===== src/rtl/clk_rb_pkg.sv =====
package clk_rb_pkg;

  localparam int unsigned REG_W        = 32;
  localparam int unsigned FIELD_W      = 6;
  localparam int unsigned COEF_W       = 8;
  localparam int unsigned ALT_REF_KHZ  = 108000;
  localparam int unsigned HOST_REF_KHZ = 100000;

  typedef enum logic [1:0] {
    SRC_XTAL = 2'd0,
    SRC_OFF  = 2'd1,
    SRC_HOST = 2'd2,
    SRC_VCO  = 2'd3
  } src_mode_e;

  typedef enum logic [2:0] {
    ST_IDLE,
    ST_SRC,
    ST_MUL,
    ST_PDIV,
    ST_FIN
  } stage_e;

  typedef struct packed {
    src_mode_e          src_mode;
    logic               alt_ref;
    logic               vco_sel;
    logic               vdiv_en;
    logic [FIELD_W-1:0] vdiv_hi;
    logic [FIELD_W-1:0] vdiv_lo;
    logic               pll_on;
    logic [FIELD_W-1:0] pll_p;
    logic [COEF_W-1:0]  pll_n;
    logic [COEF_W-1:0]  pll_m;
    logic               ref_xtal;
    logic               path_pll;
    logic               post_en;
    logic [FIELD_W-1:0] post_hi;
    logic [FIELD_W-1:0] post_lo;
  } snap_t;

  function automatic stage_e next_stage(stage_e s);
    unique case (s)
      ST_SRC:  return ST_MUL;
      ST_MUL:  return ST_PDIV;
      ST_PDIV: return ST_FIN;
      default: return ST_IDLE;
    endcase
  endfunction

endpackage


===== src/rtl/clk_rb_src_dec.sv =====
module clk_rb_src_dec
  import clk_rb_pkg::*;
#(
  parameter int unsigned FREQ_W = 32,
  parameter int unsigned NUM_W  = 41,
  parameter int unsigned DEN_W  = 8
) (
  input  src_mode_e          mode_i,
  input  logic               alt_ref_i,
  input  logic               vco_sel_i,
  input  logic               vdiv_en_i,
  input  logic [FIELD_W-1:0] vdiv_hi_i,
  input  logic [FIELD_W-1:0] vdiv_lo_i,
  input  logic [FREQ_W-1:0]  xtal_i,
  input  logic [FREQ_W-1:0]  vco0_i,
  input  logic [FREQ_W-1:0]  vco1_i,
  output logic [NUM_W-1:0]   num_o,
  output logic [DEN_W-1:0]   den_o
);

  logic [NUM_W-1:0]   base;
  logic [FIELD_W-1:0] vfld;

  assign vfld = vco_sel_i ? vdiv_hi_i : vdiv_lo_i;

  // fixed sources go through the divider as 2f/2
  always_comb begin
    base  = '0;
    den_o = DEN_W'(2);
    unique case (mode_i)
      SRC_XTAL: base = alt_ref_i ? NUM_W'(ALT_REF_KHZ) : NUM_W'(xtal_i);
      SRC_OFF:  base = '0;
      SRC_HOST: base = NUM_W'(HOST_REF_KHZ);
      SRC_VCO: begin
        base = NUM_W'(vco_sel_i ? vco1_i : vco0_i);
        if (vdiv_en_i) den_o = DEN_W'(vfld) + DEN_W'(2);
      end
      default: base = '0;
    endcase
    num_o = base << 1;
  end

endmodule


===== src/rtl/clk_rb_pll_dec.sv =====
module clk_rb_pll_dec
  import clk_rb_pkg::*;
#(
  parameter int unsigned FREQ_W = 32,
  parameter int unsigned NUM_W  = 41,
  parameter int unsigned DEN_W  = 8
) (
  input  logic               pll_on_i,
  input  logic               ref_xtal_i,
  input  logic [COEF_W-1:0]  n_i,
  input  logic [COEF_W-1:0]  m_i,
  input  logic [FIELD_W-1:0] p_i,
  input  logic [FREQ_W-1:0]  xtal_i,
  input  logic [NUM_W-1:0]   div_ref_i,
  output logic [NUM_W-1:0]   num_o,
  output logic [DEN_W-1:0]   m_den_o,
  output logic [DEN_W-1:0]   p_den_o
);

  logic [NUM_W-1:0] ref_f;

  assign ref_f = ref_xtal_i ? NUM_W'(xtal_i) : div_ref_i;

  always_comb begin
    if (!pll_on_i) begin
      num_o   = '0;
      m_den_o = DEN_W'(1);
      p_den_o = DEN_W'(1);
    end else begin
      num_o   = ref_f * NUM_W'(n_i);
      m_den_o = DEN_W'(m_i);
      p_den_o = ref_xtal_i ? DEN_W'(1) : DEN_W'(p_i);
    end
  end

endmodule


===== src/rtl/clk_rb_seq_div.sv =====
module clk_rb_seq_div #(
  parameter int unsigned NUM_W = 41,
  parameter int unsigned DEN_W = 8
) (
  input  logic             clk_i,
  input  logic             rst_ni,
  input  logic             go_i,
  input  logic [NUM_W-1:0] num_i,
  input  logic [DEN_W-1:0] den_i,
  output logic [NUM_W-1:0] quo_o,
  output logic             busy_o,
  output logic             done_o
);

  localparam int unsigned CNT_W = $clog2(NUM_W + 1);

  logic [NUM_W-1:0] quo_q, num_q;
  logic [DEN_W-1:0] rem_q, den_q;
  logic [CNT_W-1:0] cnt_q;
  logic             busy_q, done_q, dz_q;
  logic [DEN_W:0]   shifted, diff;
  logic             fits;

  assign shifted = {rem_q, quo_q[NUM_W-1]};
  assign fits    = shifted >= {1'b0, den_q};
  assign diff    = shifted - {1'b0, den_q};

  always_ff @(posedge clk_i or negedge rst_ni) begin
    if (!rst_ni) begin
      quo_q  <= '0;
      num_q  <= '0;
      rem_q  <= '0;
      den_q  <= '0;
      cnt_q  <= '0;
      busy_q <= 1'b0;
      done_q <= 1'b0;
      dz_q   <= 1'b0;
    end else begin
      done_q <= 1'b0;
      if (go_i && !busy_q) begin
        quo_q  <= num_i;
        num_q  <= num_i;
        rem_q  <= '0;
        den_q  <= den_i;
        cnt_q  <= CNT_W'(NUM_W);
        busy_q <= 1'b1;
        dz_q   <= (den_i == '0);
      end else if (busy_q) begin
        rem_q <= fits ? diff[DEN_W-1:0] : shifted[DEN_W-1:0];
        quo_q <= {quo_q[NUM_W-2:0], fits};
        cnt_q <= cnt_q - CNT_W'(1);
        if (cnt_q == CNT_W'(1)) begin
          busy_q <= 1'b0;
          done_q <= 1'b1;
        end
      end
    end
  end

  // zero divisor reads as 0
  assign quo_o  = dz_q ? '0 : quo_q;
  assign busy_o = busy_q;
  assign done_o = done_q;

  p_div_done_pulse_r11: assert property (@(posedge clk_i) disable iff (!rst_ni)
    done_q |=> !done_q);

  p_div_no_growth_r7: assert property (@(posedge clk_i) disable iff (!rst_ni)
    done_q |-> quo_o <= num_q);

  p_div_idle_after_done_r11: assert property (@(posedge clk_i) disable iff (!rst_ni)
    done_q |-> !busy_q);

endmodule


===== src/rtl/clk_readback_decoder.sv =====
module clk_readback_decoder
  import clk_rb_pkg::*;
#(
  parameter int unsigned FREQ_W = 32
) (
  input  logic              clk_i,
  input  logic              rst_ni,
  input  logic              start_i,
  input  logic [FREQ_W-1:0] xtal_khz_i,
  input  logic [FREQ_W-1:0] vco0_khz_i,
  input  logic [FREQ_W-1:0] vco1_khz_i,
  input  logic [REG_W-1:0]  src_sel_i,
  input  logic [REG_W-1:0]  div_ctl_i,
  input  logic [REG_W-1:0]  pll_ctl_i,
  input  logic [REG_W-1:0]  pll_coef_i,
  input  logic              pll_ref_xtal_i,
  input  logic              path_pll_i,
  input  logic [REG_W-1:0]  post_div_i,
  output logic [FREQ_W-1:0] freq_khz_o,
  output logic              done_o
);

  localparam int unsigned NUM_W = FREQ_W + COEF_W + 1;
  localparam int unsigned DEN_W = COEF_W;

  snap_t             snap_d, snap_q;
  logic [FREQ_W-1:0] xtal_q, vco0_q, vco1_q;
  stage_e            state_q;
  logic              go_q;
  logic [NUM_W-1:0]  acc_q;
  logic [FREQ_W-1:0] freq_q;
  logic              done_q;

  logic [NUM_W-1:0]   src_num, pll_num, div_num, div_quo;
  logic [DEN_W-1:0]   src_den, pll_m, pll_p, div_den;
  logic [FIELD_W-1:0] post_fld;
  logic               div_busy, div_done;
  logic               unused_cfg_bits;

  assign unused_cfg_bits = ^{src_sel_i[31:18], src_sel_i[15:9], src_sel_i[7:2],
                             div_ctl_i[30:14], div_ctl_i[7:6], pll_ctl_i[31:1],
                             pll_coef_i[31:22], post_div_i[30:14], post_div_i[7:6]};

  always_comb begin
    snap_d.src_mode = src_mode_e'(src_sel_i[1:0]);
    snap_d.alt_ref  = &src_sel_i[17:16];
    snap_d.vco_sel  = src_sel_i[8];
    snap_d.vdiv_en  = div_ctl_i[31];
    snap_d.vdiv_hi  = div_ctl_i[13:8];
    snap_d.vdiv_lo  = div_ctl_i[5:0];
    snap_d.pll_on   = pll_ctl_i[0];
    snap_d.pll_p    = pll_coef_i[21:16];
    snap_d.pll_n    = pll_coef_i[15:8];
    snap_d.pll_m    = pll_coef_i[7:0];
    snap_d.ref_xtal = pll_ref_xtal_i;
    snap_d.path_pll = path_pll_i;
    snap_d.post_en  = post_div_i[31];
    snap_d.post_hi  = post_div_i[13:8];
    snap_d.post_lo  = post_div_i[5:0];
  end

  clk_rb_src_dec #(.FREQ_W(FREQ_W), .NUM_W(NUM_W), .DEN_W(DEN_W)) u_src (
    .mode_i    (snap_q.src_mode),
    .alt_ref_i (snap_q.alt_ref),
    .vco_sel_i (snap_q.vco_sel),
    .vdiv_en_i (snap_q.vdiv_en),
    .vdiv_hi_i (snap_q.vdiv_hi),
    .vdiv_lo_i (snap_q.vdiv_lo),
    .xtal_i    (xtal_q),
    .vco0_i    (vco0_q),
    .vco1_i    (vco1_q),
    .num_o     (src_num),
    .den_o     (src_den)
  );

  // acc_q holds the decoded source while the PLL stages run
  clk_rb_pll_dec #(.FREQ_W(FREQ_W), .NUM_W(NUM_W), .DEN_W(DEN_W)) u_pll (
    .pll_on_i   (snap_q.pll_on),
    .ref_xtal_i (snap_q.ref_xtal),
    .n_i        (snap_q.pll_n),
    .m_i        (snap_q.pll_m),
    .p_i        (snap_q.pll_p),
    .xtal_i     (xtal_q),
    .div_ref_i  (acc_q),
    .num_o      (pll_num),
    .m_den_o    (pll_m),
    .p_den_o    (pll_p)
  );

  assign post_fld = snap_q.path_pll ? snap_q.post_hi : snap_q.post_lo;

  always_comb begin
    div_num = acc_q;
    div_den = DEN_W'(1);
    unique case (state_q)
      ST_SRC: begin
        div_num = src_num;
        div_den = src_den;
      end
      ST_MUL: if (snap_q.path_pll) begin
        div_num = pll_num;
        div_den = pll_m;
      end
      ST_PDIV: if (snap_q.path_pll) div_den = pll_p;
      ST_FIN: if (snap_q.post_en) begin
        div_num = acc_q << 1;
        div_den = DEN_W'(post_fld) + DEN_W'(2);
      end
      default: ;
    endcase
  end

  clk_rb_seq_div #(.NUM_W(NUM_W), .DEN_W(DEN_W)) u_div (
    .clk_i  (clk_i),
    .rst_ni (rst_ni),
    .go_i   (go_q),
    .num_i  (div_num),
    .den_i  (div_den),
    .quo_o  (div_quo),
    .busy_o (div_busy),
    .done_o (div_done)
  );

  always_ff @(posedge clk_i or negedge rst_ni) begin
    if (!rst_ni) begin
      snap_q  <= '0;
      xtal_q  <= '0;
      vco0_q  <= '0;
      vco1_q  <= '0;
      state_q <= ST_IDLE;
      go_q    <= 1'b0;
      acc_q   <= '0;
      freq_q  <= '0;
      done_q  <= 1'b0;
    end else begin
      go_q   <= 1'b0;
      done_q <= 1'b0;
      if (state_q == ST_IDLE) begin
        if (start_i) begin
          snap_q  <= snap_d;
          xtal_q  <= xtal_khz_i;
          vco0_q  <= vco0_khz_i;
          vco1_q  <= vco1_khz_i;
          state_q <= ST_SRC;
          go_q    <= 1'b1;
        end
      end else if (div_done) begin
        acc_q   <= div_quo;
        state_q <= next_stage(state_q);
        if (state_q == ST_FIN) begin
          freq_q <= div_quo[FREQ_W-1:0];
          done_q <= 1'b1;
        end else begin
          go_q <= 1'b1;
        end
      end
    end
  end

  assign freq_khz_o = freq_q;
  assign done_o     = done_q;

  p_done_pulse_r11: assert property (@(posedge clk_i) disable iff (!rst_ni)
    done_q |=> !done_q);

  p_result_hold_r11: assert property (@(posedge clk_i) disable iff (!rst_ni)
    !done_q |-> $stable(freq_q));

  p_go_when_idle_r12: assert property (@(posedge clk_i) disable iff (!rst_ni)
    go_q |-> !div_busy);

  p_busy_start_ignored_r12: assert property (@(posedge clk_i) disable iff (!rst_ni)
    (state_q != ST_IDLE && start_i && !div_done) |=> state_q == $past(state_q));

  p_done_from_fin_r11: assert property (@(posedge clk_i) disable iff (!rst_ni)
    done_q |-> state_q == ST_IDLE);

endmodule


===== config.mk =====
export PLATFORM = sky130hd
export DESIGN_NAME = clk_readback_decoder
export DESIGN_NICKNAME = d
export VERILOG_FILES = /design/src/rtl/clk_rb_pkg.sv /design/src/rtl/clk_rb_src_dec.sv /design/src/rtl/clk_rb_pll_dec.sv /design/src/rtl/clk_rb_seq_div.sv /design/src/rtl/clk_readback_decoder.sv
export SDC_FILE = /design/constraint.sdc
export NUM_CORES = 1
export LEC_CHECK = 0
export ABC_CLOCK_PERIOD_IN_PS = 16890
export BUFFER_PORTS_ARGS = -buffer_cell sky130_fd_sc_hd__buf_4
export CAP_MARGIN = 25
export CORE_ASPECT_RATIO = 1.5
export CORE_MARGIN = 3
export CORE_UTILIZATION = 55
export CTS_CLUSTER_SIZE = 40
export DETAILED_ROUTE_END_ITERATION = 7
export PLACE_DENSITY = 0.85
export SETUP_SLACK_MARGIN = 0.1
export SYNTH_ARGS = -nofsm -noshare
export SYNTH_HDL_FRONTEND = slang
export SYNTH_HIERARCHICAL = 1
export SYNTH_SLANG_ARGS = --single-unit

===== constraint.sdc =====
create_clock -name clk_i -period 16.89 [get_ports clk_i]
set_clock_uncertainty 0.1 [all_clocks]
set_input_delay 3.378 -clock clk_i [delete_from_list [all_inputs] [get_ports clk_i]]
set_output_delay 3.378 -clock clk_i [all_outputs]
set_load 0.02 [all_outputs]

==> results of run 1 <==
power by group through the flow:
stage	clock, mW	sequential (mW)	combinational [mW]
after floorplan	0	0.859	0.292
after global placement	0	0.884	0.436
after detailed placement	0	0.890	0.460
after CTS	0.696	0.879	0.464
after global routing	0.722	0.894	0.517
final	0.687	0.884	0.481
layer usage:
layer,GRT usage [%],share of wire [%],vias to the layer above
met3,4.84,7.1,164
met1,35.5,39,9476
met4,10.3,3.4,0
met5,0,0,-
met2,48.3,51,869
li1,-,-,8180
registers in the layout, summed over array words and instances (netlist names):
name	count
snap_q	55
acc_q	41
u_div/quo_q	41
freq_khz_o	32
vco0_q	32
vco1_q	32
xtal_q	32
u_div/den_q	8
u_div/rem_q	8
u_div/cnt_q	6
state_q	3
done_o	1
go_q	1
u_div/busy_o	1
u_div/done_o	1
u_div/dz_q	1
worst max-delay path, stage by stage, from the launching register on:
cell and delay (ps):
dfrtp_2 660, buf_4 550, mux2i_1 1020, nor2b_1 170, fa_1 600, fa_1 440
fa_1 550, inv_1 60, fa_1 540, inv_1 50, ha_1 400, a21o_1 260
a221o_1 400, nand2_1 100, nand3_1 130, o21a_1 210, o21ai_1 200, a21oi_1 110
or3_1 490, a221o_1 360, mux2i_1 120, o21ai_0 110
final timing paths:
| path | slack, ps | to | start | depth (start not counted) |
|---|---|---|---|---|
| min in group asynchronous | 2750 | freq_khz_o[19] | rst_ni | 1 |
| worst max register to register | 9030 | u_div/quo_q[24] | snap_q[14] | 21 |
| max in group asynchronous | 12270 | snap_q[14] | rst_ni | 2 |
| worst max-delay path | 9030 | u_div/quo_q[24] | snap_q[14] | 21 |
| worst min-delay path | 380 | u_div/done_o | u_div/cnt_q[5] | 1 |
| worst min register to register | 380 | u_div/done_o | u_div/cnt_q[5] | 1 |
layout by cell type, fill, tap and decap left out, drive strengths merged, types with 5 or more instances in the layout:
cell / count
a21oi: 51
dfrtp: 295
clkbuf: 38
a211oi: 8
a31oi: 10
ha: 61
o21bai: 6
or3: 6
mux2: 232
buf: 226
o21a: 11
and3: 12
a22oi: 41
nand4: 7
o211ai: 8
a221o: 41
xnor2: 23
fa: 211
o21ai: 127
nor2b: 269
xor2: 11
a2bb2oi: 6
nand3: 17
nand3b: 7
nand2b: 39
nor2: 106
conb: 12
inv: 231
o22ai: 5
nor4: 7
and2: 44
nand2: 150
mux2i: 117
a21o: 13
nor3: 27
nor3b: 6
kinds of logic (layout without fill, tap and decap cells):
family / count (synthesis) / in the layout
AO/OA/AOI/OAI: 352 / 352
flip-flops: 295 / 295
XOR/XNOR: 36 / 36
buffers and inverters: 369 / 506
multiplexers: 349 / 349
AND/OR/NAND/NOR: 708 / 708
adder cells (fa/ha/maj): 272 / 272
other: 2 / 12
metrics by stage:
stage / hold WS (ps) / total power, mW
6_report: 379 / 2.05
2_1_floorplan: 344 / 1.15
3_5_place_dp: 368 / 1.35
5_1_grt: 419 / 2.13
3_3_place_gp: 364 / 1.32
4_1_cts: 376 / 2.04
area by class of cell:
type / instances / area share, %
clock buffer: 38 / 2.96
clock inverter: 14 / 0.701
inverter: 228 / 3.13
multi-input combinational: 1729 / 57.2
sequential: 295 / 27.1
tap: 576 / 2.64
timing repair buffer: 226 / 6.29
==> reports/metrics.cfg, run 1 <==
[drt]
routedWlPerCell_um = 21.3
post_drt_via_cell_ratio = 6.02
drcViolationCount = 0
vias = 18700
drt_wl_total_um = 66000
drt-initial-drc-count = 1552
antenna_left = 0
firstDrtPassIters = 6

[power]
cellPowerDensity_nw_per_um2 = 75.2
comb_power_share_pct = 23.5
leakage_nw = 12.9
switchingPower_uw = 657
p_clk_share_pct = 33.5
p_int_mw = 1.40
max-vdd-ir-drop_mv = 0.0913
seq_power_share_pct = 43.1
swShare_pct = 32.0

[job]
cap_violations = 0

[place]
dp.cells = 3049
gp_congestion = 0.962
place_area_um2 = 26300
preCtsSetupSlack_ps = 9230
portBuffers = 187
dp_hpwl_um = 47700

[logic_synthesis]
syn_avg_cell_area_um2 = 10.3
yosys_register_bits = 295
muxShareOfSynthArea_pct = 16.4
synth-compound-area-share_pct = 9.58
ys_warn_count = 6
synth-edff-count = 0
syn_area_um2 = 24600
synth.distinct_cells = 79
synth_area_leaders = dfrtp_1, fa_1, mux2_2
synthAdderAreaFrac_pct = 20.3
synth_cells = 2383
yosys.area_share.simple_pct = 15.6
synthFlopType = dfrtp_1
synth_top_area_cell = dfrtp_1
synth_xor_area_share_pct = 1.39
ys_seq_area_share_pct = 30.0
synth_top_area_share_pct = 30.0
async_reset_ff_share_pct = 100
synth_top_family_by_area = adder cells
synth_common_cells = dfrtp_1, nor2b_1, inv_1
synth.most_common_cell = dfrtp_1

[clock_network]
htreeDepth = 1
ctsResizeCount = 0
holdBufCountCts = 0
path_clk_slew_ps = 70
cts_setup_buffers = 0
cts_tree = yes
cts_sinks = 295
insertion_delay_ps = 570
numCtsBuffers = 28
root_buffer = clkbuf_16
clk_path_buf_depth = 3

[sta]
final-hold-violation-count = 0
fmax_mhz = 127
rsz0062_at_grt = false
setup_ws_ps = 9030
setup_tns_ps = 0
slew-limit-headroom_pct = 19.3
setup_viol = 0
worstMarginPinSlew_ps = 1180
finalCritPeriodShare_pct = 46.5
post-route-min-period_ps = 7860
slew_viol_final = 0

[floorplanning]
dieHeight_um = 265
num_io_pins = 294
start_util_pct = 55.9
core_area_um2 = 44000
die_area_um2 = 47400
die_x_um = 179
num_rows = 94

[final_layout]
regArea_um2 = 7390
final_util_pct = 62.1
diodes = 0
final_nets = 3041
syn2layout_area_growth_pct = 11.0
fill_cells = 3405
drive_above_1_share_pct = 21.3
multi_input_area_um2 = 15600
design_area_um2 = 27300
final_cells = 3106

[grt]
global_route.usage.total_pct = 28.1
grt_antenna_before_repair = 0
grt_pass1_vias = 20300
grt_max_degree = 183
overflow = 0
grt_pass1_wl_um = 107000

[critical_path]
arrival_ps = 8160
crit_fanout = 28
crit_type = flop to flop
required_ps = 17190
startpoint_type = flop
endpoint_kind = flop

[outcome]
status = complete, no violations

[hold_path]
worstHoldPathType = flop to flop

No activity file was read; power rests on OpenSTA's default activity.
==> run 2, diff against run 1 <==
- ABC_AREA: not set -> 1
- ABC_CLOCK_PERIOD_IN_PS: 16890 -> 8000
- clock period: 16.89 -> 8 ns (I/O delays scaled with it)
==> reports/metrics.cfg, run 2 <==
[logic_synthesis]
synth_area_leaders = dfrtp_1, nand2_1, fa_1
syn_area_um2 = 25300
synth_top_area_cell = dfrtp_1
ys_warn_count = 6
async_reset_ff_share_pct = 100
synth_top_area_share_pct = 29.1
synth.most_common_cell = nand2_1
syn_avg_cell_area_um2 = 7.07
yosys_register_bits = 295
synth.distinct_cells = 46
synth_cells = 3582
synth_common_cells = nand2_1, nor2_1, inv_1
synth-edff-count = 0
ys_seq_area_share_pct = 29.1
synthFlopType = dfrtp_1

[sta]
post-route-min-period_ps = 6720
slew_viol_final = 0
rsz0062_at_grt = false
final-hold-violation-count = 0
slew-limit-headroom_pct = 33.8
fmax_mhz = 149
holdWs_ps = 374
worstMarginPinSlew_ps = 965
setup_tns_ps = 0
setup_viol = 0
finalCritPeriodShare_pct = 84.0

[final_layout]
top_regs = snap_q (55), acc_q (41), u_div/quo_q (41)
layout_common_cells = nand2_1, nor2_1, inv_1
largest_reg_flops = 55
drive_above_1_share_pct = 9.79
layout_commonest_cell = nand2_1
fill_cells = 3958
regArea_um2 = 7380
final_nets = 4220
multi_input_area_um2 = 15400
regMostFlops = snap_q
syn2layout_area_growth_pct = 10.4

[power]
cellPowerDensity_nw_per_um2 = 474
max-vdd-ir-drop_mv = 0.242
power_mw = 13.3
leakage_nw = 14.8

[hold_path]
min_path_cells = 2
worstHoldPathType = flop to flop

[clock_network]
holdBufCountCts = 0
insertion_delay_ps = 570
ctsResizeCount = 0
root_buffer = clkbuf_16
clk_path_buf_depth = 3
htreeDepth = 1
cts_setup_buffers = 0
numCtsBuffers = 27
cts_tree = yes
cts_sinks = 295
path_clk_slew_ps = 70

[critical_path]
cp_common_cell = nand2_1
cp.buffers_inverters = 3
cp_top_family = adder cells
cp_slowest_cell = mux2i_1
ff2ff_path_depth = 28
endpoint_kind = flop
crit_fanout = 29
required_ps = 8300
startpoint_type = flop
worst-path-stages = 28
crit_type = flop to flop
arrival_ps = 7020
max_stage_delay_ps = 820

[place]
dp_hpwl_um = 60400
portBuffers = 187
gp_congestion = 1.07

[job]
cap_violations = 0

[grt]
grt_max_degree = 148
grt_pass1_wl_um = 125000
grt_antenna_before_repair = 9
overflow = 0
global_route.usage.total_pct = 32.2
grt_pass1_vias = 23800

[floorplanning]
start_util_pct = 56.1
die_x_um = 181
core_area_um2 = 45200
die_area_um2 = 48700
num_io_pins = 294
dieHeight_um = 269
num_rows = 95

[drt]
routedWlPerCell_um = 18.4
vias = 24200
drt-initial-drc-count = 2364
drcViolationCount = 0
antenna_left = 0
firstDrtPassIters = 6
drt_wl_total_um = 79200
post_drt_via_cell_ratio = 5.63

[outcome]
status = complete, no violations

==> run 2: cell types whose count changed in the layout (fill, tap and decap cells not counted), moves of 43 or more <==
cell and delta:
nand2_1 +1073, nor2_1 +362, nor2b_1 -267, inv_1 +224
mux2_2 -163, nand3_1 +114, mux2i_1 -95, o21ai_0 +77
a21oi_1 +76, mux2_4 -67, and2_1 -43
==> run 2: final cells by class <==
type                       instances  share of cell area (%)
sequential                       295                    26.4
clock buffer                      40                    2.66
tap                              582                    2.60
multi-input combinational       2661                    55.0
clock inverter                     9                   0.389
inverter                         470                    6.32
antenna                            9                  0.0805
timing repair buffer             232                    6.54
==> run 2: per-stage QoR <==
step | cells | cell area, µm² | setup WS (ps) | utilization, %
after floorplan | 3592 | 25400 | 2540 | -
after global placement | 4235 | 27000 | 1480 | 59.7
after detailed placement | 4238 | 27100 | 1420 | 59.9
after CTS | 4287 | 27900 | 1360 | 61.8
after global routing | 4298 | 28000 | 923 | 61.9
final | 4298 | 28000 | 1280 | 61.9
==> run 2: layer usage <==
layer	up-vias	wire length (µm)	global-route usage (%)
li1	11200	-	-
met1	11400	28000	38.2
met2	1272	38200	54.7
met3	320	6230	3.87
met4	0	6780	23.0
met5	-	0	0
==> run 2: worst paths after layout <==
kind / startpoint / end / slack [ps]
min in group asynchronous: rst_ni / vco1_q[10] / 950
worst max register to register: snap_q[14] / u_div/quo_q[29] / 1280
worst max-delay path: snap_q[14] / u_div/quo_q[29] / 1280
worst min register to register: vco0_q[2] / vco0_q[2] / 370
worst min-delay path: vco0_q[2] / vco0_q[2] / 370
max in group asynchronous: rst_ni / freq_khz_o[30] / 5540
==> run 2: kinds of logic (layout without fill, tap and decap cells) <==
logic type / count (synthesis) / after routing / share of synthesized area, %
multiplexers: 22 / 22 / 0.869
AO/OA/AOI/OAI: 427 / 427 / 9.35
flip-flops: 295 / 295 / 29.1
buffers and inverters: 636 / 751 / 10.4
XOR/XNOR: 4 / 4 / 0.138
AND/OR/NAND/NOR: 1924 / 1924 / 30.4
adder cells (fa/ha/maj): 272 / 272 / 19.7
other: 2 / 21 / 0.0296
==> run 2: tightest hold or removal path, stage by stage, from the launching register on <==
cell and delay [ps]:
dfrtp_1 340, nand2_1 50, nand2_1 50
==> run 2: report_power, final <==
group / internal, mW / switching [mW]
Clock: 0.713 / 0.587
Combinational: 3.11 / 6.36
Sequential: 2.04 / 0.462
